==> config.mk <==
export PLATFORM = sky130hd
export DESIGN_NAME = gpio_alt_port
export DESIGN_NICKNAME = d
export VERILOG_FILES = /design/src/rtl/gpio_port_pkg.sv /design/src/rtl/gpio_port_regs.sv /design/src/rtl/gpio_pin_mux.sv /design/src/rtl/gpio_alt_port.sv
export SDC_FILE = /design/constraint.sdc
export NUM_CORES = 1
export LEC_CHECK = 0
export ABC_AREA = 1
export BUFFER_PORTS_ARGS = -buffer_cell sky130_fd_sc_hd__buf_4
export CAP_MARGIN = 10
export CORE_MARGIN = 2
export CORE_UTILIZATION = 39
export DETAILED_ROUTE_END_ITERATION = 8
export PLACE_DENSITY_LB_ADDON = 0.3
export SLEW_MARGIN = 40
export SYNTH_ARGS = -nofsm -noshare
export SYNTH_HDL_FRONTEND = slang
export SYNTH_HIERARCHICAL = 1
export SYNTH_SLANG_ARGS = --single-unit
==> constraint.sdc <==
create_clock -name clk_i -period 1.2 [get_ports clk_i]
set_clock_uncertainty 0.1 [all_clocks]
set_input_delay 0.24 -clock clk_i [delete_from_list [all_inputs] [get_ports clk_i]]
set_output_delay 0.24 -clock clk_i [all_outputs]
set_load 0.01 [all_outputs]
==> src/rtl/gpio_port_pkg.sv <==
package gpio_port_pkg;
  typedef enum logic [2:0] {
    OWN_GPIO,
    OWN_TMR,
    OWN_PWM,
    OWN_TX,
    OWN_RX
  } owner_e;
endpackage

==> src/rtl/gpio_port_regs.sv <==
module gpio_port_regs #(
  parameter int          NPINS     = 4,
  parameter int          ADDR_W    = 12,
  parameter int          DATA_W    = 8,
  parameter logic [11:0] DATA_ADDR = 12'h250,
  parameter logic [11:0] DIR_ADDR  = 12'h252
) (
  input  logic              clk_i,
  input  logic              rst_ni,
  input  logic [ADDR_W-1:0] addr_i,
  input  logic              we_i,
  input  logic [DATA_W-1:0] wdata_i,
  input  logic [NPINS-1:0]  pad_in_i,
  output logic [NPINS-1:0]  data_q_o,
  output logic [NPINS-1:0]  dir_q_o,
  output logic [DATA_W-1:0] rdata_o
);
  localparam int PAD_W = DATA_W - NPINS;

  logic hit_data, hit_dir;
  assign hit_data = (addr_i == ADDR_W'(DATA_ADDR));
  assign hit_dir  = (addr_i == ADDR_W'(DIR_ADDR));

  // data latch has no reset by intent
  always_ff @(posedge clk_i) begin
    if (we_i && hit_data) data_q_o <= wdata_i[NPINS-1:0];
  end

  always_ff @(posedge clk_i or negedge rst_ni) begin
    if (!rst_ni)                dir_q_o <= '0;
    else if (we_i && hit_dir)   dir_q_o <= wdata_i[NPINS-1:0];
  end

  logic [NPINS-1:0] data_rd;
  assign data_rd = (data_q_o & dir_q_o) | (pad_in_i & ~dir_q_o);

  always_comb begin
    rdata_o = '0;
    if (hit_data)     rdata_o = {{PAD_W{1'b0}}, data_rd};
    else if (hit_dir) rdata_o = {{PAD_W{1'b0}}, dir_q_o};
  end

  logic unused_w;
  assign unused_w = ^wdata_i[DATA_W-1:NPINS];
endmodule

==> src/rtl/gpio_pin_mux.sv <==
module gpio_pin_mux
  import gpio_port_pkg::*;
(
  input  logic gpio_out_i,
  input  logic gpio_oe_i,
  input  logic tmr_en_i,
  input  logic tmr_out_i,
  input  logic pwm_en_i,
  input  logic pwm_out_i,
  input  logic tx_en_i,
  input  logic tx_i,
  input  logic rx_en_i,
  output logic pad_out_o,
  output logic pad_oe_o
);
  owner_e owner;

  always_comb begin
    if (tmr_en_i)      owner = OWN_TMR;
    else if (pwm_en_i) owner = OWN_PWM;
    else if (tx_en_i)  owner = OWN_TX;
    else if (rx_en_i)  owner = OWN_RX;
    else               owner = OWN_GPIO;
  end

  always_comb begin
    unique case (owner)
      OWN_TMR: begin pad_out_o = tmr_out_i;  pad_oe_o = 1'b1; end
      OWN_PWM: begin pad_out_o = pwm_out_i;  pad_oe_o = 1'b1; end
      OWN_TX:  begin pad_out_o = tx_i;       pad_oe_o = 1'b1; end
      OWN_RX:  begin pad_out_o = 1'b0;       pad_oe_o = 1'b0; end
      default: begin pad_out_o = gpio_out_i; pad_oe_o = gpio_oe_i; end
    endcase
  end
endmodule

==> src/rtl/gpio_alt_port.sv <==
module gpio_alt_port #(
  parameter int          NPINS     = 4,
  parameter int          ADDR_W    = 12,
  parameter int          DATA_W    = 8,
  parameter logic [11:0] DATA_ADDR = 12'h250,
  parameter logic [11:0] DIR_ADDR  = 12'h252,
  parameter int          TX_PIN    = 1,
  parameter int          RX_PIN    = 0
) (
  input  logic              clk_i,
  input  logic              rst_ni,
  input  logic [ADDR_W-1:0] addr_i,
  input  logic              we_i,
  input  logic [DATA_W-1:0] wdata_i,
  output logic [DATA_W-1:0] rdata_o,
  input  logic [NPINS-1:0]  pad_in_i,
  output logic [NPINS-1:0]  pad_out_o,
  output logic [NPINS-1:0]  pad_oe_o,
  input  logic [NPINS-1:0]  tmr_en_i,
  input  logic [NPINS-1:0]  tmr_out_i,
  input  logic [NPINS-1:0]  pwm_en_i,
  input  logic [NPINS-1:0]  pwm_out_i,
  input  logic              ser_tx_en_i,
  input  logic              ser_tx_i,
  input  logic              ser_rx_en_i,
  output logic              ser_rx_o
);
  logic [NPINS-1:0] data_q, dir_q;

  gpio_port_regs #(
    .NPINS(NPINS), .ADDR_W(ADDR_W), .DATA_W(DATA_W),
    .DATA_ADDR(DATA_ADDR), .DIR_ADDR(DIR_ADDR)
  ) i_regs (
    .clk_i    (clk_i),
    .rst_ni   (rst_ni),
    .addr_i   (addr_i),
    .we_i     (we_i),
    .wdata_i  (wdata_i),
    .pad_in_i (pad_in_i),
    .data_q_o (data_q),
    .dir_q_o  (dir_q),
    .rdata_o  (rdata_o)
  );

  for (genvar i = 0; i < NPINS; i++) begin : g_pin
    logic tx_en, rx_en;
    assign tx_en = (i == TX_PIN) ? ser_tx_en_i : 1'b0;
    assign rx_en = (i == RX_PIN) ? ser_rx_en_i : 1'b0;

    gpio_pin_mux i_mux (
      .gpio_out_i (data_q[i]),
      .gpio_oe_i  (dir_q[i]),
      .tmr_en_i   (tmr_en_i[i]),
      .tmr_out_i  (tmr_out_i[i]),
      .pwm_en_i   (pwm_en_i[i]),
      .pwm_out_i  (pwm_out_i[i]),
      .tx_en_i    (tx_en),
      .tx_i       (ser_tx_i),
      .rx_en_i    (rx_en),
      .pad_out_o  (pad_out_o[i]),
      .pad_oe_o   (pad_oe_o[i])
    );
  end

  assign ser_rx_o = pad_in_i[RX_PIN];
endmodule

==> out/qor.csv <==
metric,value,unit
status,"finished, violations left",
violations,negative setup slack,
post_synth.cell_area_avg,6.15,sq um
end_kind,primary output,
cts.clk_slew.worst_paths,60,ps
crit_fanout,4,
vdd_drop_max,0.000474,V
drive_above_1_share,50.5,%
final_cell_mix,"buf_4 (62), nand2_1 (31), inv_1 (20)",
final_core_util,75.3,%
io_pins,63,
grt_pass1_wl,3.77,mm
drt-total-wl,2.56,mm
maxCapViolations,0,
cts_tree,done,
via_count,1061,
hold_viol,0,
via_per_inst,4.55,
diodes,0,
ctsRootBufferMaster,clkbuf_4,
io_buffers,54,
clock_path_buffers,2,
rsz0062_at_grt,yes,
die_y,49.5,microns
arrival,1170,ps
crit_type,flop to primary output,
startpoint_type,flop,
use_met2,38.3,%
gr-total-overflow,0,
rows,16,
slew_violations,0,
setup_viol,16,
grt_pass1_vias,995,
core_region_area,1960,sq um
grt_max_degree,9,
hold_slack,55.0,ps
max_freq,661,MHz
synth_cells,131,
layout.nets,254,
power,788,uW
leakagePower,0.795,nW
synth.distinct_cells,16,
required,860,ps
use_met3,3.94,%
clock-sinks,8,
final_common_cell,buf_4,
dieWidth,49.5,microns
drtIter0Drc,25,
routedWlPerCell,11.0,microns
yosysSeqAreaShare,27.3,%
place_inst,223,
detail-route-antenna-nets,0,
dieArea,2450,sq um
place_congestion,0.799,
min_period_over_period,126,%
met1_usage,19.4,%
start_util,41.1,%
htree_num_levels,1,
hpwl,1.90,mm
synth_warnings,6,
grt_antenna_before_repair,0,
ys_seq_elements,8,
insertion_delay,270,ps
syn_to_final_growth,83.2,%
track_usage,19.8,%
final_area,1480,sq um
firstDrtPassIters,5,
drcViolationCount,0,
setup_ws,-314,ps
postPlaceCellArea,1310,sq um
hp-class,input port to flop,
busiest_layer,met2,
cts_buffers,3,
powerDensity,534,nW/um^2
period_minus_slack,1510,ps
syn_area,806,sq um
stdcell_count,233,
## flip-flops by register name (all words and copies together), names as in the netlist
name / cells
i_regs/data_q_o: 4
i_regs/dir_q_o: 4
## worst max-delay path: stages (launching register included)
cell and delay, ps:
dfrtp_1 420, inv_2 80, nand2_2 50, nand2_2 70, nand3_1 90, o21ai_2 80
buf_4 130
## cell type report
cell class / count / area [sq um]
Tap cell: 27 / 33.8
Timing Repair Buffer: 70 / 554
Clock buffer: 3 / 22.5
Fill cell: 144 / 485
Sequential cell: 8 / 220
Inverter: 25 / 93.8
Multi-Input combinational cell: 100 / 552
## path summary, 6_finish.rpt
kind	from	end	slack, ps	cells past startpoint
worst max-delay path	i_regs/dir_q_o[2]	rdata_o[2]	-310	6
max in group asynchronous	rst_ni	i_regs/dir_q_o[2]	680	2
worst min-delay path	wdata_i[0]	i_regs/data_q_o[0]	60	1
worst min register to register	i_regs/dir_q_o[0]	i_regs/dir_q_o[0]	430	2
worst max register to register	i_regs/dir_q_o[3]	i_regs/dir_q_o[3]	230	4
min in group asynchronous	rst_ni	i_regs/dir_q_o[1]	200	2
## synth_stat cells, drive strengths merged
library cell | n | area, sq um
and3 | 1 | 6.26
buf | 6 | 48.8
conb | 2 | 7.51
dfrtp | 4 | 100
edfxtp | 4 | 120
inv | 25 | 93.8
nand2 | 38 | 150
nand3 | 17 | 85.1
nand4 | 8 | 50.1
nor2 | 21 | 98.8
nor3 | 1 | 10.0
o21ai | 4 | 35.0
## power by group
| group | switching, mW | internal, mW | total, mW |
|---|---|---|---|
| clock | 0.103 | 0.115 | 0.218 |
| combinational | 0.128 | 0.152 | 0.280 |
| sequential | 0.000741 | 0.289 | 0.290 |
## metrics by stage
step                      TNS [ps]  setup WS (ps)
after detailed placement     -2590           -249
after global placement       -2230           -211
final                        -2710           -314
after CTS                    -2080           -290
after floorplan              -67.7          -16.9
after global routing         -3370           -364
## logic make-up (layout without fill, tap and decap cells)
family	count (synthesis)	after routing	synth area share (%)
AND/OR/NAND/NOR	86	86	49.7
buffers and inverters	31	98	17.7
other	2	10	0.932
flip-flops	8	8	27.3
AO/OA/AOI/OAI	4	4	4.35
## layer usage
metal	wire length, microns	vias up
met4	14	0
met3	171	2
met1	939	469
li1	-	544
met2	1430	46
met5	0	-
## repair_timing
| item | CTS | global route |
|---|---|---|
| setup endpoints to repair | 12 | 20 |
| endpoints found under the hold margin | 4 | 0 |
| pin swaps | 10 | 12 |
| resized for setup | 6 | 20 |
| setup buffers | 3 | 3 |
| hold buffers | 1 | 0 |
No activity file was read; power rests on OpenSTA's default activity.
